[src/rtl/mrs_pkg.sv]
package mrs_pkg;
  typedef enum logic [2:0] {
    PH_IDLE,
    PH_ALE,
    PH_AHOLD,
    PH_TURN,
    PH_READ,
    PH_HOLD,
    PH_RESP
  } phase_t;
endpackage

[src/rtl/mrs_timer.sv]
module mrs_timer #(
  parameter int CNT_W = 4
) (
  input  logic             clk,
  input  logic             rst_n,
  input  logic             load,
  input  logic [CNT_W-1:0] load_val,
  output logic             expired
);
  logic [CNT_W-1:0] cnt_q;

  always_ff @(posedge clk or negedge rst_n) begin
    if (!rst_n)             cnt_q <= '0;
    else if (load)          cnt_q <= load_val;
    else if (cnt_q != '0)   cnt_q <= cnt_q - 1'b1;
  end

  assign expired = (cnt_q == '0);
endmodule

[src/rtl/mrs_fsm.sv]
module mrs_fsm
  import mrs_pkg::*;
#(
  parameter int AW        = 16,
  parameter int CNT_W     = 4,
  parameter int ALE_CYC   = 2,
  parameter int AHOLD_CYC = 1,
  parameter int TURN_CYC  = 1
) (
  input  logic             clk,
  input  logic             rst_n,
  input  logic             req_valid,
  input  logic [AW-1:0]    req_addr,
  input  logic [CNT_W-1:0] req_cycles,
  input  logic             req_hold,
  input  logic             rsp_ready,
  input  logic             tmr_expired,
  output logic             tmr_load,
  output logic [CNT_W-1:0] tmr_val,
  output phase_t           phase,
  output logic [AW-1:0]    addr_q,
  output logic             req_ready,
  output logic             capture
);
  localparam logic [CNT_W-1:0] ALE_LD   = CNT_W'(ALE_CYC - 1);
  localparam logic [CNT_W-1:0] AHOLD_LD = CNT_W'(AHOLD_CYC - 1);
  localparam logic [CNT_W-1:0] TURN_LD  = CNT_W'(TURN_CYC - 1);

  phase_t           nxt;
  logic [CNT_W-1:0] cyc_q;
  logic             hold_q;
  logic [CNT_W-1:0] read_ld;
  logic             accept;

  assign req_ready = (phase == PH_IDLE);
  assign accept    = req_ready && req_valid;
  assign read_ld   = (cyc_q == '0) ? '0 : cyc_q - 1'b1;
  assign capture   = (phase == PH_READ) && tmr_expired;

  always_comb begin
    nxt      = phase;
    tmr_load = 1'b0;
    tmr_val  = '0;
    unique case (phase)
      PH_IDLE:  if (req_valid) begin nxt = PH_ALE; tmr_load = 1'b1; tmr_val = ALE_LD; end
      PH_ALE:   if (tmr_expired) begin nxt = PH_AHOLD; tmr_load = 1'b1; tmr_val = AHOLD_LD; end
      PH_AHOLD: if (tmr_expired) begin nxt = PH_TURN; tmr_load = 1'b1; tmr_val = TURN_LD; end
      PH_TURN:  if (tmr_expired) begin nxt = PH_READ; tmr_load = 1'b1; tmr_val = read_ld; end
      PH_READ:  if (tmr_expired) begin
                  nxt = hold_q ? PH_HOLD : PH_RESP;
                  tmr_load = 1'b1;
                end
      PH_HOLD:  if (tmr_expired) nxt = PH_RESP;
      PH_RESP:  if (rsp_ready) nxt = PH_IDLE;
      default:  nxt = PH_IDLE;
    endcase
  end

  always_ff @(posedge clk or negedge rst_n) begin
    if (!rst_n) begin
      phase  <= PH_IDLE;
      addr_q <= '0;
      cyc_q  <= '0;
      hold_q <= 1'b0;
    end else begin
      phase <= nxt;
      if (accept) begin
        addr_q <= req_addr;
        cyc_q  <= req_cycles;
        hold_q <= req_hold;
      end
    end
  end

  assert_accept_starts_ale_R1: assert property (@(posedge clk) disable iff (!rst_n)
    (req_valid && req_ready) |=> (phase == PH_ALE));
  assert_busy_blocks_R1: assert property (@(posedge clk) disable iff (!rst_n)
    (phase != PH_IDLE && phase != PH_RESP) |=> (phase != PH_IDLE));
endmodule

[src/rtl/mrs_pins.sv]
module mrs_pins
  import mrs_pkg::*;
#(
  parameter int AW = 16,
  parameter int DW = 8
) (
  input  logic          clk,
  input  logic          rst_n,
  input  phase_t        phase,
  input  logic [AW-1:0] addr_q,
  input  logic          cfg_ale_low,
  input  logic [DW-1:0] ad_in,
  input  logic          capture,
  output logic          ale,
  output logic          rd_n,
  output logic          wr_n,
  output logic [AW-1:0] ad_out,
  output logic          ad_oe_lo,
  output logic          ad_oe_hi,
  output logic [DW-1:0] rsp_data
);
  logic ale_act;

  assign ale_act  = (phase == PH_ALE);
  assign ale      = ale_act ^ cfg_ale_low;
  assign rd_n     = (phase != PH_READ);
  assign wr_n     = 1'b1;
  assign ad_oe_lo = (phase == PH_ALE) || (phase == PH_AHOLD);
  assign ad_oe_hi = (phase == PH_ALE) || (phase == PH_AHOLD) || (phase == PH_TURN)
                 || (phase == PH_READ) || (phase == PH_HOLD);
  assign ad_out   = {addr_q[AW-1:DW], ad_oe_lo ? addr_q[DW-1:0] : {DW{1'b0}}};

  always_ff @(posedge clk or negedge rst_n) begin
    if (!rst_n)       rsp_data <= '0;
    else if (capture) rsp_data <= ad_in;
  end

  assert_no_contention_R10: assert property (@(posedge clk) disable iff (!rst_n)
    !(ad_oe_lo && !rd_n));
  assert_capture_at_rise_R6: assert property (@(posedge clk) disable iff (!rst_n)
    capture |=> rd_n);
endmodule

[src/rtl/mux_rd_seq.sv]
module mux_rd_seq
  import mrs_pkg::*;
#(
  parameter int AW        = 16,
  parameter int DW        = 8,
  parameter int CNT_W     = 4,
  parameter int ALE_CYC   = 2,
  parameter int AHOLD_CYC = 1,
  parameter int TURN_CYC  = 1
) (
  input  logic             clk,
  input  logic             rst_n,
  input  logic             cfg_ale_low,
  input  logic             req_valid,
  output logic             req_ready,
  input  logic [AW-1:0]    req_addr,
  input  logic [CNT_W-1:0] req_cycles,
  input  logic             req_hold,
  output logic             rsp_valid,
  input  logic             rsp_ready,
  output logic [DW-1:0]    rsp_data,
  output logic [AW-1:0]    ad_out,
  output logic             ad_oe_lo,
  output logic             ad_oe_hi,
  input  logic [DW-1:0]    ad_in,
  output logic             ale,
  output logic             rd_n,
  output logic             wr_n
);
  localparam int RUN_W = CNT_W + 2;

  phase_t           phase;
  logic [AW-1:0]    addr_q;
  logic             tmr_load;
  logic [CNT_W-1:0] tmr_val;
  logic             tmr_expired;
  logic             capture;

  mrs_timer #(.CNT_W(CNT_W)) u_timer (
    .clk(clk), .rst_n(rst_n), .load(tmr_load), .load_val(tmr_val), .expired(tmr_expired)
  );

  mrs_fsm #(.AW(AW), .CNT_W(CNT_W), .ALE_CYC(ALE_CYC), .AHOLD_CYC(AHOLD_CYC),
            .TURN_CYC(TURN_CYC)) u_fsm (
    .clk(clk), .rst_n(rst_n), .req_valid(req_valid), .req_addr(req_addr),
    .req_cycles(req_cycles), .req_hold(req_hold), .rsp_ready(rsp_ready),
    .tmr_expired(tmr_expired), .tmr_load(tmr_load), .tmr_val(tmr_val),
    .phase(phase), .addr_q(addr_q), .req_ready(req_ready), .capture(capture)
  );

  mrs_pins #(.AW(AW), .DW(DW)) u_pins (
    .clk(clk), .rst_n(rst_n), .phase(phase), .addr_q(addr_q), .cfg_ale_low(cfg_ale_low),
    .ad_in(ad_in), .capture(capture), .ale(ale), .rd_n(rd_n), .wr_n(wr_n),
    .ad_out(ad_out), .ad_oe_lo(ad_oe_lo), .ad_oe_hi(ad_oe_hi), .rsp_data(rsp_data)
  );

  assign rsp_valid = (phase == PH_RESP);

  // Width checkers built from the pins: run-length counters of each strobe.
  logic             ale_on, ale_prev;
  logic [RUN_W-1:0] ale_run, rd_run;
  logic [RUN_W-1:0] exp_d;

  assign ale_on = ale ^ cfg_ale_low;

  always_ff @(posedge clk or negedge rst_n) begin
    if (!rst_n) begin
      ale_prev <= 1'b0;
      ale_run  <= '0;
      rd_run   <= '0;
      exp_d    <= '0;
    end else begin
      ale_prev <= ale_on;
      ale_run  <= ale_on ? ale_run + 1'b1 : '0;
      rd_run   <= !rd_n ? rd_run + 1'b1 : '0;
      if (req_valid && req_ready)
        exp_d <= (req_cycles == '0) ? RUN_W'(1) : RUN_W'(req_cycles);
    end
  end

  assert_ale_width_R2: assert property (@(posedge clk) disable iff (!rst_n)
    (ale_prev && !ale_on) |-> (ale_run == RUN_W'(ALE_CYC)));
  assert_rd_width_R5: assert property (@(posedge clk) disable iff (!rst_n)
    (!rd_n && capture) |=> (rd_run == exp_d));
  assert_rsp_hold_R9: assert property (@(posedge clk) disable iff (!rst_n)
    (rsp_valid && !rsp_ready) |=> (rsp_valid && $stable(rsp_data)));
endmodule

[config.mk]
export PLATFORM = sky130hd
export DESIGN_NAME = mux_rd_seq
export DESIGN_NICKNAME = d
export VERILOG_FILES = /design/src/rtl/mrs_pkg.sv /design/src/rtl/mrs_timer.sv /design/src/rtl/mrs_fsm.sv /design/src/rtl/mrs_pins.sv /design/src/rtl/mux_rd_seq.sv
export SDC_FILE = /design/constraint.sdc
export NUM_CORES = 1
export LEC_CHECK = 0
export BUFFER_PORTS_ARGS = -buffer_cell sky130_fd_sc_hd__buf_2
export CAP_MARGIN = 20
export CORE_MARGIN = 3
export CORE_UTILIZATION = 30
export CTS_CLUSTER_DIAMETER = 100
export CTS_CLUSTER_SIZE = 28
export DETAILED_ROUTE_END_ITERATION = 10
export PLACE_DENSITY = 0.59
export SLEW_MARGIN = 0
export SYNTH_ARGS = -nofsm -noshare
export SYNTH_HDL_FRONTEND = slang
export SYNTH_SLANG_ARGS = --single-unit
[constraint.sdc]
create_clock -name clk -period 4.1 [get_ports clk]
set_input_delay 0.82 -clock clk [delete_from_list [all_inputs] [get_ports clk]]
set_output_delay 0.82 -clock clk [all_outputs]
set_load 0.005 [all_outputs]
==> flow_metrics.py, run 1 <==
metrics = {
    "run_status": {
        "outcome": "completed",
    },
    "pwr": {
        "pwr-share-clk_pct": 19.3,
        "power_density_mw_per_mm2": 797,
        "pwr-share-comb_pct": 42.5,
        "swShare_pct": 32.3,
        "p_int_mw": 1.19,
        "leakage_nw": 1.06,
        "vdd_drop_max_v": 0.000289,
        "p_sw_mw": 0.569,
        "pwr-share-seq_pct": 38.3,
    },
    "logic_synthesis": {
        "syn_inst": 146,
        "yosys.area.top_type_share_pct": 49.8,
        "synth_common_cells": "dfrtp_1 (36), mux2_2 (16), mux2_4 (12), and2_1 (9), buf_4 (9)",
        "yosys.cell_count.top_type": "dfrtp_1",
        "syn_area_per_cell_um2": 12.4,
        "yosys.area.top_type": "dfrtp_1",
        "syn_nets": 183,
        "synthArstFlopShare_pct": 100,
        "synth_edf_count": 0,
        "yosys.cell_types.count": 33,
        "netlist_area_mm2": 0.00181,
        "synth.yosys.seq_area_share_pct": 49.8,
        "yosysWarnings": 0,
        "synth_seq_cells": 36,
        "synth_flop_cell": "dfrtp_1",
        "yosys-top-cells-area": "dfrtp_1 (50%), mux2_2 (10%), mux2_4 (10%), buf_4 (3.7%), and2_1 (3.1%)",
    },
    "sta": {
        "max_slew_margin_pct": 46.9,
        "hold_violations": 0,
        "layout_min_cycle_time_ns": 2.45,
        "setup_tns_ns": 0,
        "slew_viol_final": 0,
        "rsz0062_at_grt": "no",
        "max_slew.worst_pin.slew_ns": 0.797,
        "achievable-frequency_mhz": 409,
        "fin_crit_sh_pct": 59.7,
        "skew_ns": 0.00616,
        "finalSetupViolations": 0,
    },
    "floorplan": {
        "core_area_mm2": 0.00568,
        "die_w_um": 83.7,
        "ios": 65,
        "die-area_mm2": 0.00700,
        "row_count": 27,
        "initial_core_util_pct": 31.9,
        "die_h_um": 83.7,
    },
    "placement": {
        "io_buffers": 63,
        "dp_cells": 265,
        "globalplace.congestion": 0.746,
        "post-dp-hpwl_um": 2390,
    },
    "clocking": {
        "cts_buffer_depth": 2,
        "htree_levels": 2,
        "clk-insertion-delay-late_ns": 0.28,
        "post_cts.repair.setup_buffers": 0,
        "ctsResizeCount": 0,
        "clk_pin_slew_ns": 0.07,
        "root_buffer": "clkbuf_8",
        "cts_tree": "yes",
        "cts_hold_buf": 0,
        "cts.sink_count": 36,
        "cts-buffers-inserted": 5,
    },
    "critical_path": {
        "cp-start-kind": "flop",
        "cp_max_fo": 11,
        "cpLargestDelayFamily": "simple AND/OR/NAND/NOR gates",
        "crit_buf_inv": 1,
        "worstPathArrival_ns": 1.63,
        "crit_type": "flop to output pin",
        "slowest_delay_ns": 0.50,
        "path_cells": "xnor2_1 -> nor2_1 -> and2_1 -> buf_2",
        "crit_path_top_delay_cell": "dfrtp_1",
        "endpoint_kind": "output pin",
        "worstPathRequired_ns": 3.28,
    },
    "detailed_routing": {
        "wl_met2_um": 1470,
        "post-route-drc-count": 0,
        "drt-met1-wl_um": 1540,
        "dr_wl_met3_um": 258,
        "routed_via_density": 4.45,
        "firstDrtPassIters": 4,
        "top_layer": "met4",
        "wl_per_cell_um": 12.1,
        "first_iter_violations": 38,
        "routed_wl_um": 3310,
        "ant_nets": 0,
        "routed-via-count": 1214,
    },
    "finish": {
        "num-nets-final": 237,
        "drive_gt1_share_pct": 51.2,
        "areaGrowthSynthToFinish_pct": 22.1,
        "fin_cells": 273,
        "n_fill_cell": 575,
        "num_antenna_cells": 0,
    },
    "global_routing": {
        "grt_pass1_wl_um": 6010,
        "grt_overflow": 0,
        "antenna_found_initial": 0,
        "grt_max_degree": 37,
        "first_global_vias": 1267,
        "grt_use_total_pct": 10.7,
    },
    "worst_hold_path": {
        "hp-class": "flop to flop",
    },
    "run": {
        "maxCapViolations": 0,
    },
}
-- path summary, 6_finish.rpt --
kind / start / end / slack (ns) / cells after the start
worst max-delay path: u_fsm.phase[1] / ad_out[2] / 1.65 / 4
worst min-delay path: u_fsm.addr_q[0] / u_fsm.addr_q[0] / 0.50 / 1
worst max register to register: u_timer.cnt_q[0] / u_pins.rsp_data[5] / 1.99 / 5
worst min register to register: u_fsm.addr_q[0] / u_fsm.addr_q[0] / 0.50 / 1
max in group asynchronous: rst_n / u_fsm.phase[2] / 2.97 / 1
min in group asynchronous: rst_n / u_pins.rsp_data[4] / 0.62 / 1
-- per-stage QoR --
stage	power, mW	area [um^2]	utilization (%)	worst slack, ns	hold WS (ns)
6_report	1.76	2210	38.9	1.65	0.502
5_1_grt	1.94	2210	38.9	1.45	0.528
4_1_cts	1.80	2210	38.9	1.57	0.506
3_5_place_dp	1.44	2080	36.7	1.90	0.486
3_3_place_gp	1.43	2080	36.7	1.93	0.486
2_1_floorplan	1.26	1810	-	2.18	0.472
-- layout by cell type (no fill, tap or decap), types with 2 or more instances in the layout --
cell type	instances
inv_1	5
o22ai_1	2
nor2b_1	3
mux2i_1	2
xnor2_1	4
and2_1	9
nor2_1	8
dfrtp_1	36
xor2_1	2
mux2_4	12
nor3_1	2
nand2_1	5
a21oi_1	4
o21ai_0	5
nand4_1	2
buf_2	63
mux2_2	16
clkbuf_8	7
ha_1	3
-- worst register-to-register path, delay by kind of cell (launching register included) --
family	cells	cell delay, ns
AND/OR/NAND/NOR	2	0.98
adder cells (fa/ha/maj)	1	0.17
multiplexers	1	0.37
flip-flops	1	0.41
buffers and inverters	1	0.07
-- power by group through the flow --
stage,Clock [mW],Sequential (mW),Combinational (mW)
2_1_floorplan,0,0.629,0.628
3_3_place_gp,0,0.676,0.756
3_5_place_dp,0,0.680,0.764
4_1_cts,0.351,0.676,0.768
5_1_grt,0.370,0.706,0.863
6_report,0.339,0.673,0.748
-- per-layer routing --
layer,vias to the layer above,global-route usage (%)
met3,4,4.54
met1,573,13.7
met2,45,15.7
li1,592,-
met5,-,0
met4,0,4.39
-- flip-flops by register name, indices dropped and copies added, names as in the netlist --
register / count
u_fsm.addr_q: 16
u_fsm.hold_q: 1
u_fsm.cyc_q: 4
u_timer.cnt_q: 4
u_pins.rsp_data: 8
u_fsm.phase: 3
-- layout make-up --
class / count / area (um^2) / share of cell area [%]
Sequential cell: 36 / 901 / 40.8
Multi-Input combinational cell: 89 / 757 / 34.3
Timing Repair Buffer: 63 / 315 / 14.3
Clock buffer: 7 / 96.3 / 4.36
Tap cell: 72 / 90.1 / 4.08
Clock inverter: 1 / 30.0 / 1.36
Inverter: 5 / 18.8 / 0.850
-- cells by family after synthesis --
group / Yosys count / share of synthesized area (%)
mux: 30 / 21.0
simple gates: 34 / 10.6
xor+xnor: 6 / 2.90
compound gates: 15 / 4.98
buf+inv: 21 / 8.37
other cells: 1 / 0.207
flops: 36 / 49.8
fa+ha+maj: 3 / 2.07
Power figures use the tool's default switching activity.
==> run 2, diff against run 1 <==
==> constraint.sdc (replaced) <==
create_clock -name clk -period 2.6 [get_ports clk]
set_input_delay 0.52 -clock clk [delete_from_list [all_inputs] [get_ports clk]]
set_output_delay 0.52 -clock clk [all_outputs]
set_load 0.005 [all_outputs]
==> run 2 against run 1 <==
Wire length fell by 0.12%. Clock skew fell by 0.0026 ns. Final cell count rose by 0.37%. Via count fell by 1.4%. Sequential cell count did not move. First-iteration DRC count fell by 45%. Critical path depth did not move. Register-to-register slack got worse by 1.2 ns. Clock power rose by 19%. Non-clock buffer count rose by 1. Worst setup slack got worse by 1.3 ns.
==> flow_metrics.py, run 2 (synthesized netlist as in run 1, its figures left out) <==
metrics = {
    "clocking": {
        "cts_buffer_depth": 2,
        "cts.sink_count": 36,
        "root_buffer": "clkbuf_8",
        "clk-insertion-delay-late_ns": 0.28,
        "cts_hold_buf": 0,
        "cts-buffers-inserted": 5,
        "clk_pin_slew_ns": 0.07,
        "cts_tree": "yes",
        "ctsResizeCount": 0,
        "post_cts.repair.setup_buffers": 0,
        "htree_levels": 2,
    },
    "sta": {
        "rsz0062_at_grt": "no",
        "hold_violations": 0,
        "max_slew_margin_pct": 47.1,
        "layout_min_cycle_time_ns": 2.20,
        "finalSetupViolations": 0,
        "skew_ns": 0.00353,
        "fin_hold_ws_ns": 0.321,
        "max_slew.worst_pin.slew_ns": 0.793,
        "setup_tns_ns": 0,
        "fin_crit_sh_pct": 84.5,
        "slew_viol_final": 0,
        "achievable-frequency_mhz": 455,
    },
    "floorplan": {
        "die-area_mm2": 0.00700,
        "initial_core_util_pct": 31.9,
        "die_h_um": 83.7,
        "row_count": 27,
        "core_area_mm2": 0.00568,
        "die_w_um": 83.7,
        "ios": 65,
    },
    "global_routing": {
        "grt_max_degree": 37,
        "grt_overflow": 0,
        "grt_use_total_pct": 10.0,
        "antenna_found_initial": 0,
        "first_global_vias": 1223,
        "grt_pass1_wl_um": 5790,
    },
    "detailed_routing": {
        "firstDrtPassIters": 4,
        "routed_via_density": 4.37,
        "routed_wl_um": 3310,
        "first_iter_violations": 21,
        "post-route-drc-count": 0,
        "ant_nets": 0,
        "routed-via-count": 1197,
        "wl_per_cell_um": 12.1,
    },
    "critical_path": {
        "r2r_start": "u_fsm.phase[2]",
        "cp_max_fo": 11,
        "crit_path_top_delay_cell": "dfrtp_1",
        "cp-start-kind": "flop",
        "slowest_delay_ns": 0.51,
        "worstPathArrival_ns": 1.68,
        "worstPathRequired_ns": 2.08,
        "endpoint_kind": "output pin",
        "path_cells": "xnor2_1 -> nor2_1 -> and2_1 -> buf_2",
        "crit_type": "flop to output pin",
        "crit_start": "u_fsm.phase[1]",
    },
    "finish": {
        "num_antenna_cells": 0,
        "largest_reg_flops": 16,
        "reg_top3": "u_fsm.addr_q (16), u_pins.rsp_data (8)",
        "final_cell_mix": "buf_2 (63), dfrtp_1 (36), mux2_2 (16)",
        "drive_gt1_share_pct": 51.5,
        "num-nets-final": 238,
        "areaGrowthSynthToFinish_pct": 20.6,
        "top_register": "u_fsm.addr_q",
        "final_common_cell": "buf_2",
    },
    "placement": {
        "io_buffers": 63,
        "globalplace.congestion": 0.776,
        "post-dp-hpwl_um": 2410,
    },
    "pwr": {
        "leakage_nw": 1.05,
        "vdd_drop_max_v": 0.000399,
        "power_density_mw_per_mm2": 1220,
    },
    "run_status": {
        "outcome": "completed",
    },
    "worst_hold_path": {
        "hp-class": "input pin to asynchronous set/reset pin",
    },
    "run": {
        "maxCapViolations": 0,
    },
}
## run 2: power breakdown
part	leakage [nW]	switching (mW)	internal, mW	total [mW]
Clock	0.0510	0.190	0.211	0.402
Sequential	0.429	0.218	0.845	1.06
Combinational	0.575	0.491	0.705	1.20
Total	1.05	0.899	1.76	2.66
## run 2: final timing paths
| path | depth (start not counted) | end | slack, ns |
|---|---|---|---|
| worst max-delay path | 4 | ad_out[2] | 0.40 |
| worst min-delay path | 1 | u_pins.rsp_data[7] | 0.32 |
| worst max register to register | 3 | u_fsm.addr_q[7] | 0.84 |
| worst min register to register | 1 | u_pins.rsp_data[0] | 0.50 |
| max in group asynchronous | 1 | u_fsm.addr_q[4] | 1.78 |
| min in group clk | 3 | u_fsm.cyc_q[1] | 0.45 |
## run 2: layout make-up
| cell class | instances | area, um^2 |
|---|---|---|
| clock buffer | 6 | 82.6 |
| sequential | 36 | 901 |
| multi-input combinational | 89 | 757 |
| timing repair buffer | 64 | 323 |
| inverter | 5 | 18.8 |
| fill | 592 | 3490 |
| clock inverter | 2 | 10.0 |
| tap | 72 | 90.1 |
## run 2: routing by layer
layer / global-route usage [%] / part of all wire, % / vias up
met5: 0 / 0 / -
met4: 3.51 / 1.5 / 0
met3: 3.65 / 8.4 / 6
met2: 15.1 / 44 / 43
met1: 13.2 / 46 / 553
li1: - / - / 595
## run 2: stage by stage
step           total power [mW]  worst slack, ns  util [%]  cell area, um^2  instances
2_1_floorplan              1.98            0.976         -             1810        146
3_3_place_gp               2.27            0.730      36.8             2090        266
3_5_place_dp               2.29            0.661      36.8             2090        266
4_1_cts                    2.72            0.330      38.4             2180        274
5_1_grt                    2.92            0.222      38.4             2180        274
6_report                   2.66            0.402      38.4             2180        274
## run 2: worst max-delay path, delay by kind of cell, from the launching register on
family | cells | cell delay, ns
xor+xnor | 1 | 0.19
buf+inv | 1 | 0.11
flops | 1 | 0.51
simple gates | 2 | 0.58
